$ cat config.mk
export PLATFORM = sky130hd
export DESIGN_NAME = simd_sat_adder
export DESIGN_NICKNAME = d
export VERILOG_FILES = /design/src/rtl/simd_pkg.sv /design/src/rtl/simd_lane_map.sv /design/src/rtl/simd_carry_chain.sv /design/src/rtl/simd_ovf_detect.sv /design/src/rtl/simd_saturate.sv /design/src/rtl/simd_sat_adder.sv
export SDC_FILE = /design/constraint.sdc
export NUM_CORES = 1
export LEC_CHECK = 0
export ABC_AREA = 1
export BUFFER_PORTS_ARGS = -buffer_cell sky130_fd_sc_hd__clkbuf_2
export CAP_MARGIN = 20
export CELL_PAD_IN_SITES_DETAIL_PLACEMENT = 1
export CELL_PAD_IN_SITES_GLOBAL_PLACEMENT = 1
export CORE_MARGIN = 2
export CORE_UTILIZATION = 34
export DETAILED_ROUTE_END_ITERATION = 8
export PLACE_DENSITY_LB_ADDON = 0.1
export SLEW_MARGIN = 20
export SYNTH_ARGS = -nofsm -noshare
export SYNTH_HDL_FRONTEND = slang
export SYNTH_SLANG_ARGS = --single-unit
$ cat constraint.sdc
create_clock -name vclk -period 20.8
set_clock_uncertainty 0.2 [all_clocks]
set_input_delay 4.16 -clock vclk [all_inputs]
set_output_delay 4.16 -clock vclk [all_outputs]
set_load 0.01 [all_outputs]
$ cat src/rtl/simd_pkg.sv
`timescale 1ns/1ps
// Package: simd_pkg
// Shared constants and lane-width codes for the partitioned adder.
// Assumes the datapath is a power-of-two number of bytes.
package simd_pkg;

    localparam int BYTE_W = 8;

    // Lane width codes carried on lane_sel.
    typedef enum logic [1:0] {
        LANE_B8  = 2'd0,
        LANE_B16 = 2'd1,
        LANE_B32 = 2'd2,
        LANE_B64 = 2'd3
    } lane_mode_e;

endpackage

$ cat src/rtl/simd_lane_map.sv
`timescale 1ns/1ps
// Module: simd_lane_map
// Marks, for each byte position, whether it opens a lane (carry-in point)
// and whether it closes a lane (sign and carry-out point).
// Assumes NBYTES is a power of two and lane_sel < $clog2(NBYTES)+1.
module simd_lane_map #(
    parameter int NBYTES = 8,
    parameter int MODE_W = 2
) (
    input  logic [MODE_W-1:0] lane_sel,
    output logic [NBYTES-1:0] lane_first,
    output logic [NBYTES-1:0] lane_last
);

    logic [31:0] lane_mask;

    // Purpose: byte-count mask of one lane minus one.
    always_comb begin
        lane_mask = (32'd1 << lane_sel) - 32'd1;
    end

    for (genvar g = 0; g < NBYTES; g++) begin : g_pos
        // Purpose: boundary flags for byte g.
        always_comb begin
            lane_first[g] = ((32'(g) & lane_mask) == 32'd0);
            lane_last[g]  = ((32'(g + 1) & lane_mask) == 32'd0);
        end
    end

endmodule

$ cat src/rtl/simd_carry_chain.sv
`timescale 1ns/1ps
// Module: simd_carry_chain
// Byte-sliced ripple adder. The carry into a byte that opens a lane is the
// lane carry-in (sub_en), otherwise the carry out of the byte below.
// For subtraction the second operand is inverted here.
module simd_carry_chain #(
    parameter int NBYTES = 8,
    parameter int BYTE_W = 8,
    localparam int DW    = NBYTES * BYTE_W
) (
    input  logic [DW-1:0]     a,
    input  logic [DW-1:0]     b,
    input  logic              sub_en,
    input  logic [NBYTES-1:0] lane_first,
    output logic [DW-1:0]     sum_raw,
    output logic [NBYTES-1:0] byte_cout,
    output logic [NBYTES-1:0] bx_msb
);

    logic [DW-1:0]     b_eff;
    logic [NBYTES-1:0] byte_cin;

    // Purpose: conditional one's complement of the second operand.
    always_comb begin
        b_eff = sub_en ? ~b : b;
    end

    for (genvar g = 0; g < NBYTES; g++) begin : g_byte
        logic [BYTE_W:0] part;

        if (g == 0) begin : g_base
            // Purpose: lowest byte always takes the lane carry-in.
            always_comb byte_cin[g] = sub_en;
        end else begin : g_link
            // Purpose: cut the chain at a lane start, else ripple.
            always_comb byte_cin[g] = lane_first[g] ? sub_en : byte_cout[g-1];
        end

        // Purpose: one byte slice of the addition.
        always_comb begin
            part = {1'b0, a[g*BYTE_W +: BYTE_W]}
                 + {1'b0, b_eff[g*BYTE_W +: BYTE_W]}
                 + {{BYTE_W{1'b0}}, byte_cin[g]};
            sum_raw[g*BYTE_W +: BYTE_W] = part[BYTE_W-1:0];
            byte_cout[g] = part[BYTE_W];
            bx_msb[g]    = b_eff[g*BYTE_W + BYTE_W - 1];
        end
    end

endmodule

$ cat src/rtl/simd_ovf_detect.sv
`timescale 1ns/1ps
// Module: simd_ovf_detect
// Computes the overflow flag and clip direction at each lane's top byte,
// then copies both onto every byte of the lane.
// Assumes NBYTES is a power of two; lane_sel selects 2^lane_sel bytes per lane.
module simd_ovf_detect #(
    parameter int NBYTES = 8,
    parameter int MODE_W = 2,
    localparam int NMODES = $clog2(NBYTES) + 1
) (
    input  logic [MODE_W-1:0] lane_sel,
    input  logic              sub_en,
    input  logic              signed_en,
    input  logic [NBYTES-1:0] lane_last,
    input  logic [NBYTES-1:0] a_msb,
    input  logic [NBYTES-1:0] bx_msb,
    input  logic [NBYTES-1:0] sum_msb,
    input  logic [NBYTES-1:0] byte_cout,
    output logic [NBYTES-1:0] ovf_byte,
    output logic [NBYTES-1:0] clip_high
);

    logic [NBYTES-1:0] top_ovf;
    logic [NBYTES-1:0] top_high;

    for (genvar g = 0; g < NBYTES; g++) begin : g_top
        // Purpose: lane overflow and clip direction, valid at lane top byte.
        always_comb begin
            if (signed_en) begin
                top_ovf[g]  = lane_last[g] & (a_msb[g] == bx_msb[g])
                                           & (sum_msb[g] != a_msb[g]);
                top_high[g] = ~a_msb[g];
            end else begin
                top_ovf[g]  = lane_last[g] & (byte_cout[g] ^ sub_en);
                top_high[g] = ~sub_en;
            end
        end
    end

    for (genvar g = 0; g < NBYTES; g++) begin : g_bcast
        logic [NMODES-1:0] cand_ovf;
        logic [NMODES-1:0] cand_high;

        for (genvar m = 0; m < NMODES; m++) begin : g_mode
            localparam int TOP = g | ((1 << m) - 1);
            // Purpose: value this byte would inherit at lane width 2^m bytes.
            always_comb begin
                cand_ovf[m]  = top_ovf[TOP];
                cand_high[m] = top_high[TOP];
            end
        end

        // Purpose: pick the inherited flag for the active lane width.
        always_comb begin
            ovf_byte[g]  = cand_ovf[lane_sel];
            clip_high[g] = cand_high[lane_sel];
        end
    end

endmodule

$ cat src/rtl/simd_saturate.sv
`timescale 1ns/1ps
// Module: simd_saturate
// Per-byte output select: modulo sum, or the clip bound of the lane when the
// lane overflowed and saturation is enabled.
// Signed bounds put 0x7F/0x80 in the lane top byte and 0xFF/0x00 below it.
module simd_saturate #(
    parameter int NBYTES = 8,
    parameter int BYTE_W = 8,
    localparam int DW    = NBYTES * BYTE_W
) (
    input  logic [DW-1:0]     sum_raw,
    input  logic [NBYTES-1:0] ovf_byte,
    input  logic [NBYTES-1:0] clip_high,
    input  logic [NBYTES-1:0] lane_last,
    input  logic              sat_en,
    input  logic              signed_en,
    output logic [DW-1:0]     result
);

    for (genvar g = 0; g < NBYTES; g++) begin : g_byte
        logic [BYTE_W-1:0] bound;

        // Purpose: clip bound for this byte of its lane.
        always_comb begin
            if (signed_en && lane_last[g]) begin
                bound = {~clip_high[g], {(BYTE_W-1){clip_high[g]}}};
            end else begin
                bound = {BYTE_W{clip_high[g]}};
            end
        end

        // Purpose: choose clipped or modulo byte.
        always_comb begin
            result[g*BYTE_W +: BYTE_W] = (sat_en && ovf_byte[g])
                                       ? bound
                                       : sum_raw[g*BYTE_W +: BYTE_W];
        end
    end

endmodule

$ cat src/rtl/simd_sat_adder.sv
`timescale 1ns/1ps
// Module: simd_sat_adder
// Top of the lane-partitioned add/subtract unit with optional saturation.
// Purely combinational; lane_sel, sub_en, sat_en and signed_en apply to all
// lanes of the current operands.
module simd_sat_adder #(
    parameter int NBYTES = 8,
    parameter int BYTE_W = simd_pkg::BYTE_W,
    localparam int DW     = NBYTES * BYTE_W,
    localparam int MODE_W = $clog2($clog2(NBYTES) + 1)
) (
    input  logic [DW-1:0]     a,
    input  logic [DW-1:0]     b,
    input  logic [MODE_W-1:0] lane_sel,
    input  logic              sub_en,
    input  logic              sat_en,
    input  logic              signed_en,
    output logic [DW-1:0]     result,
    output logic [NBYTES-1:0] ovf_flags
);

    logic [NBYTES-1:0] lane_first;
    logic [NBYTES-1:0] lane_last;
    logic [DW-1:0]     sum_raw;
    logic [NBYTES-1:0] byte_cout;
    logic [NBYTES-1:0] bx_msb;
    logic [NBYTES-1:0] a_msb;
    logic [NBYTES-1:0] sum_msb;
    logic [NBYTES-1:0] clip_high;

    // Purpose: gather per-byte sign bits of operand a and the raw sum.
    always_comb begin
        for (int g = 0; g < NBYTES; g++) begin
            a_msb[g]   = a[g*BYTE_W + BYTE_W - 1];
            sum_msb[g] = sum_raw[g*BYTE_W + BYTE_W - 1];
        end
    end

    simd_lane_map #(
        .NBYTES (NBYTES),
        .MODE_W (MODE_W)
    ) u_map (
        .lane_sel   (lane_sel),
        .lane_first (lane_first),
        .lane_last  (lane_last)
    );

    simd_carry_chain #(
        .NBYTES (NBYTES),
        .BYTE_W (BYTE_W)
    ) u_chain (
        .a          (a),
        .b          (b),
        .sub_en     (sub_en),
        .lane_first (lane_first),
        .sum_raw    (sum_raw),
        .byte_cout  (byte_cout),
        .bx_msb     (bx_msb)
    );

    simd_ovf_detect #(
        .NBYTES (NBYTES),
        .MODE_W (MODE_W)
    ) u_ovf (
        .lane_sel  (lane_sel),
        .sub_en    (sub_en),
        .signed_en (signed_en),
        .lane_last (lane_last),
        .a_msb     (a_msb),
        .bx_msb    (bx_msb),
        .sum_msb   (sum_msb),
        .byte_cout (byte_cout),
        .ovf_byte  (ovf_flags),
        .clip_high (clip_high)
    );

    simd_saturate #(
        .NBYTES (NBYTES),
        .BYTE_W (BYTE_W)
    ) u_sat (
        .sum_raw   (sum_raw),
        .ovf_byte  (ovf_flags),
        .clip_high (clip_high),
        .lane_last (lane_last),
        .sat_en    (sat_en),
        .signed_en (signed_en),
        .result    (result)
    );

    // Purpose: immediate checks relating ports and sub-block outputs.
    always_comb begin
        for (int g = 0; g < NBYTES; g++) begin
            // Lane-opening byte sees only the lane carry-in, nothing from below.
            if (lane_first[g]) begin
                AST_LANE_CUT: assert (sum_raw[g*BYTE_W +: BYTE_W] ==
                    BYTE_W'(a[g*BYTE_W +: BYTE_W]
                          + (sub_en ? ~b[g*BYTE_W +: BYTE_W] : b[g*BYTE_W +: BYTE_W])
                          + BYTE_W'(sub_en)));
            end
            if (g < NBYTES - 1 && !lane_last[g]) begin
                AST_FLAG_UNIFORM: assert (ovf_flags[g] == ovf_flags[g+1]);
            end
            if (signed_en && lane_last[g] &&
                (a[g*BYTE_W+BYTE_W-1] ^ b[g*BYTE_W+BYTE_W-1] ^ sub_en)) begin
                AST_NO_SIGNED_OVF: assert (!ovf_flags[g]);
            end
            if (sat_en && !ovf_flags[g]) begin
                AST_CLEAN_LANE: assert (result[g*BYTE_W +: BYTE_W] ==
                                        sum_raw[g*BYTE_W +: BYTE_W]);
            end
            if (sat_en && !signed_en && ovf_flags[g]) begin
                AST_UNSIGNED_CLIP: assert (result[g*BYTE_W +: BYTE_W] ==
                                           {BYTE_W{~sub_en}});
            end
            if (sat_en && signed_en && ovf_flags[g] && lane_last[g]) begin
                AST_SIGNED_CLIP_TOP: assert (result[g*BYTE_W +: BYTE_W] ==
                    (a[g*BYTE_W+BYTE_W-1] ? {1'b1, {(BYTE_W-1){1'b0}}}
                                          : {1'b0, {(BYTE_W-1){1'b1}}}));
            end
        end
    end

endmodule

### Word-level counts from Yosys, hierarchy flattened

Index checks and enable logic that the tools add are counted.

* flip-flop bits (word level): 0
* bits of input ports: 133
* output and inout bits: 72
* word-level logic and storage cells: 181

* add/sub/neg operators: 17
* magnitude comparators: 1
* equal/unequal tests: 16
* shifts and indexed selects: 1
* muxes and demuxes: 72
* bitwise operators: 50
* reduce and logical (&&, ||, !) cells: 24

Operators with widths (number)
* $logic_not A32 Y1: 8
* $mux W8: 16
* $add A8 B8 Y9: 8
* $add A9 B1 Y9: 8
* $mux W64: 1
* $not A64 Y64: 1
* $mux W1: 39
* $bmux W1 S2: 16
* $and A1 B1 Y1: 24
* $not A1 Y1: 17
* $logic_and A1 B1 Y1: 16
* $eq A1 B1 Y1: 8
* $ne A1 B1 Y1: 8
* $xor A1 B1 Y1: 8
* $shl A1 B2 Y4 const A: 1
* $sub A4 B1 Y4 const B: 1
* $lt A2 B3 Y1 const B: 1

### Longest topological paths before layout

* depth after elaboration: 25
* gate-level depth with buffers: 63

### Modules after synthesis

Synthesis repeated with hierarchy kept, for this count alone.

* cell total of the unflattened synthesis: 973
* area, all modules: 5343.9 µm²

By module, submodules not included
* simd_carry_chain: instances 1, cells each 613, area each 3734.8 µm², seq. area each 0.0 µm²
* simd_saturate: instances 1, cells each 195, area each 858.3 µm², seq. area each 0.0 µm²
* simd_ovf_detect: instances 1, cells each 148, area each 641.9 µm², seq. area each 0.0 µm²
* simd_lane_map: instances 1, cells each 17, area each 108.9 µm², seq. area each 0.0 µm²

### Least setup slack after synthesis

OpenSTA, ideal clock, no wires.

* path kind: input to output
* from: input sub_en
* to: output result[48]
* arrival: 14.927 ns
* slack: 1.513 ns
* cell stages on the path: 61
* buffers on the path: 3
* cell sequence: buf_6 -> buf_2 -> buf_2 -> xnor2_1 -> fa_1 -> o21ai_1 -> nand2_1 -> nand2_1 -> o21ai_0 -> fa_1 -> fa_1 -> o21ai_2 -> nand2_1 -> nand2_1 -> o21ai_0 -> fa_1 -> fa_1 -> o21ai_1 -> (+25 left out) -> nand2_1 -> nand2_1 -> o21ai_0 -> inv_1 -> fa_1 -> fa_1 -> nand3_1 -> nand2_1 -> nand2_1 -> nand3_1 -> nand2_1 -> nand2_1 -> nand2_2 -> nand2_1 -> nand2_1 -> inv_1 -> nand3_2 -> nand2_1

* longest elaborated chain between the ends: 24
* elaborated cells on any way between the ends: 48
* those cells by class: 16 x add/sub; 4 x eq/ne; 18 x mux; 9 x bitwise; 1 x reduce/logical

RTL lines
* start: declaration: RTL line simd_sat_adder.sv:15 `input logic sub_en,`
* $mux W64: RTL line simd_carry_chain.sv:25 `b_eff = sub_en ? ~b : b;`
* $add A8 B8 Y9: RTL line simd_carry_chain.sv:42 `+ {1'b0, b_eff[g*BYTE_W +: BYTE_W]}`
* $add A9 B1 Y9: RTL line simd_carry_chain.sv:43 `+ {{BYTE_W{1'b0}}, byte_cin[g]};`
* $mux W1: RTL line simd_carry_chain.sv:36 `always_comb byte_cin[g] = lane_first[g] ? sub_en : byte_cout[g-1];`
* $add A9 B1 Y9: RTL line simd_carry_chain.sv:43
* $mux W1: RTL line simd_carry_chain.sv:36
* $add A9 B1 Y9: RTL line simd_carry_chain.sv:43
* $mux W1: RTL line simd_carry_chain.sv:36
* (+9 left out)
* $xor A1 B1 Y1 / $ne A1 B1 Y1 (equally long branches): RTL line simd_ovf_detect.sv:34, simd_ovf_detect.sv:31
* $and A1 B1 Y1, on equally long branches: RTL line simd_ovf_detect.sv:34, simd_ovf_detect.sv:31
* $mux W1: RTL line simd_ovf_detect.sv:29 `if (signed_en) begin`
* $bmux W1 S2 (*): RTL line simd_ovf_detect.sv:55 `ovf_byte[g] = cand_ovf[lane_sel];`
* $mux W1 (implied by the code) (*): RTL line simd_ovf_detect.sv:55
* net ovf_flags[6]: RTL line simd_sat_adder.sv:19 `output logic [NBYTES-1:0] ovf_flags`
* $logic_and A1 B1 Y1 (*): RTL line simd_saturate.sv:34 `result[g*BYTE_W +: BYTE_W] = (sat_en && ovf_byte[g])`
* $mux W8 (*): RTL line simd_saturate.sv:35 `? bound`
* end: declaration: RTL line simd_sat_adder.sv:18 `output logic [DW-1:0] result,`

The timed path passes the listed nets; every way through them passes the cells marked *. The select of a mux whose other input is x is not followed.

### Worst setup path in the final report

* from: input sub_en
* to: output result[28]

* longest elaborated chain between the ends: 24
* elaborated cells on any way between the ends: 48
* those cells by class: 16 x add/sub; 4 x eq/ne; 18 x mux; 9 x bitwise; 1 x reduce/logical

RTL lines (RTL line)
* $mux W64: simd_carry_chain.sv:25
* $add A8 B8 Y9: simd_carry_chain.sv:42
* $add A9 B1 Y9: simd_carry_chain.sv:43
* $mux W1: simd_carry_chain.sv:36
* $add A9 B1 Y9: simd_carry_chain.sv:43
* $mux W1: simd_carry_chain.sv:36
* $add A9 B1 Y9: simd_carry_chain.sv:43
* $mux W1: simd_carry_chain.sv:36
* (+8 left out)
* $add A9 B1 Y9: simd_carry_chain.sv:43
* $xor A1 B1 Y1 / $ne A1 B1 Y1 (equally long branches): simd_ovf_detect.sv:34, simd_ovf_detect.sv:31
* $and A1 B1 Y1, on equally long branches: simd_ovf_detect.sv:34, simd_ovf_detect.sv:31
* $mux W1: simd_ovf_detect.sv:29
* $bmux W1 S2: simd_ovf_detect.sv:55
* $mux W1 (implied by the code): simd_ovf_detect.sv:55
* $logic_and A1 B1 Y1: simd_saturate.sv:34
* $mux W8 (*): simd_saturate.sv:35

Mark *: on every way between the ends. The rest lies on a longest branch, timed or not. The select of a mux whose other input is x is not followed.

==> results.md <==
- Outcome: completed
- Hold WS: 8.58 ns
- Dominant cell type by area after synthesis: nand2_1
- Final Util: 0.431
- Max FO, Critical Path: 11
- Count leader, synth: nand2_1
- Post-layout instance area: 6210 um2
- P per Cell Area: 48.8 nW/um2
- Critical Path AT: 15.51 ns
- # hold bufs at CTS: 0
- Tcrit/Tclk final: 0.955
- Leakage: 0.00377 uW
- Final net count: 1200
- Synth top area share: 0.208
- Dpl hpwl: 14.1 mm
- First-pass GRT wire length: 26.6 mm
- Ranking of synthesized cells by area: nand2_1, xor2_1, ha_1
- Crit Path Category: in -> out
- Core area: 14400 um2
- Area occupied by multi-input gates: 4530 um2
- Cell area after synthesis: 4970 um2
- Starting Density: 0.344
- Fillers: 2045
- Via density: approximately 4.7
- CP Data Required Time: about 16 ns
- Sequential cells: 0
- Initial antenna violation count: 0
- Via count: 5546
- Rel. slew slack: 0.468
- Die Y: approximately 120 um
- # port buffers: 205
- FF+latch area: 0 um2
- Row cnt: 44
- RSZ-0062 raised after global routing: false
- Fmax: 50.3 MHz
- Die width: approximately 120 um
- Hold Path Origin: a[0]
- Critical-path top delay cell: fa_1
- Worst vdd ir: 0.0240 mV
- Synth Net Count: 999
- Share of cells above drive strength 1: 0.276
- Pins Over Slew Limit: 0
- Setup TNS: 0 ns
- P&R area growth vs syn: 25.0%
- Hold Path Class: in -> out
- Maxcap violations: 0
- Worst Setup SP: sub_en
- WL per Instance: 13.6 um
- Setup Viol. Count Final: 0
- Total grt overflow: 0
- Clk_buf instances: 0
- Critical path capture point type: output port
- DRC Markers: 0
- Most used cell, CP: nand2_1
- Area after DPL: 6150 um2
- Min Tclk post-route: between 15 and 20 ns
- Least-Margin Pin Slew: 0.797 ns
- Startpoint types: input pin
- DRT Pass-1 Iters: 4
- Number of I/O pins: 205
- Crit-path max cell delay: 0.45 ns
- Synth Area per Inst: 6.25 um2
- Seq/Total Area, Yosys: 0
- Total GRT Usage: 0.198
- Commonest cells in the netlist: nand2_1, inv_1, xor2_1, ha_1, nand3_1
- Final ANT Viol Nets: 0
- Warning count from the yosys run: 0
- Post-Syn Instances: slightly below 800
- Vias in the first global route: 5609
- Initial DRC Count: 117
- Diodes inserted: 0
- Hold Vio Cnt, Final: 0
- Gp weighted congestion: 0.851
- Die area: 15600 um2
- Final wirelength: 16.0 mm
- Yosys cell types: 39
- Largest net degree at the start of global routing: 23
## placed cells by master (no fill, tap or decap), types with 3 or more instances in the layout
| master | netlist | final |
|---|---|---|
| o21ai_1 | 10 | 6 |
| a21o_1 | 8 | 8 |
| o21bai_1 | 3 | 3 |
| o21ai_0 | 19 | 19 |
| nand2_4 | 13 | 13 |
| ha_1 | 56 | 56 |
| fa_1 | 15 | 13 |
| o21ai_4 | 3 | 3 |
| inv_1 | 91 | 91 |
| clkbuf_2 | 0 | 204 |
| inv_2 | 3 | 3 |
| xor2_1 | 82 | 82 |
| nand3_2 | 8 | 8 |
| nand2_1 | 275 | 273 |
| o21ai_2 | 7 | 12 |
| a21oi_1 | 32 | 32 |
| nand3b_1 | 6 | 6 |
| a21oi_2 | 3 | 3 |
| nand2_2 | 4 | 6 |
| xnor2_1 | 34 | 34 |
| nor2_1 | 35 | 35 |
| nand3_1 | 38 | 38 |
| buf_4 | 1 | 9 |
| a31oi_1 | 14 | 14 |
## critical path, delay by kind of cell
family / cells / cell delay, ns
simple gates: 28 / 3.01
fa+ha+maj: 15 / 5.95
buf+inv: 4 / 0.44
compound gates: 13 / 1.93
## layer usage
metal  global-route usage  up-vias  share of wire
li1                     -     2934              -
met1                0.270     2503           0.47
met2                0.360      109           0.48
met3               0.0159        0          0.042
met4              0.00523        0              0
met5                    0        -              0
## layout make-up
cell class / count / share of cell area
inverter: 96 / 0.0588
tap: 184 / 0.0371
timing repair buffer: 213 / 0.175
multi-input combinational: 685 / 0.729
## metrics by stage
step	std cells	total power, uW	setup WS [ns]
after floorplan	795	204	1.51
after global placement	1173	299	0.660
after detailed placement	1173	301	0.302
after CTS	1173	303	0.280
after global routing	1178	343	0.00335
final	1178	303	0.934
## logic make-up (layout without fill, tap and decap cells)
group / count (synthesis) / after routing / share of synthesized area
xor gates and xnor gates: 116 / 116 / 0.205
adders and majority gates: 71 / 71 / 0.202
and+or+nand+nor: 390 / 390 / 0.358
AOI/OAI and AO/OA: 107 / 108 / 0.141
buffers and inverters: 111 / 309 / 0.0955
## worst paths after layout
| path | end | cells past startpoint | slack, ns |
|---|---|---|---|
| max | result[28] | 60 | 0.93 |
| min | result[0] | 6 | 8.58 |
## where the power goes
group	total (uW)	switching, uW	leakage (uW)	internal [uW]
logic	303	180	0.00377	123
clock network	0	0	0	0
registers	0	0	0	0
## timing repair
item | in CTS | in global routing
setup endpoints to repair | 0 | 72
gates resized for setup | 0 | 8
setup buffers | 0 | 4
Note: power is estimated with default switching activity, not from simulation.
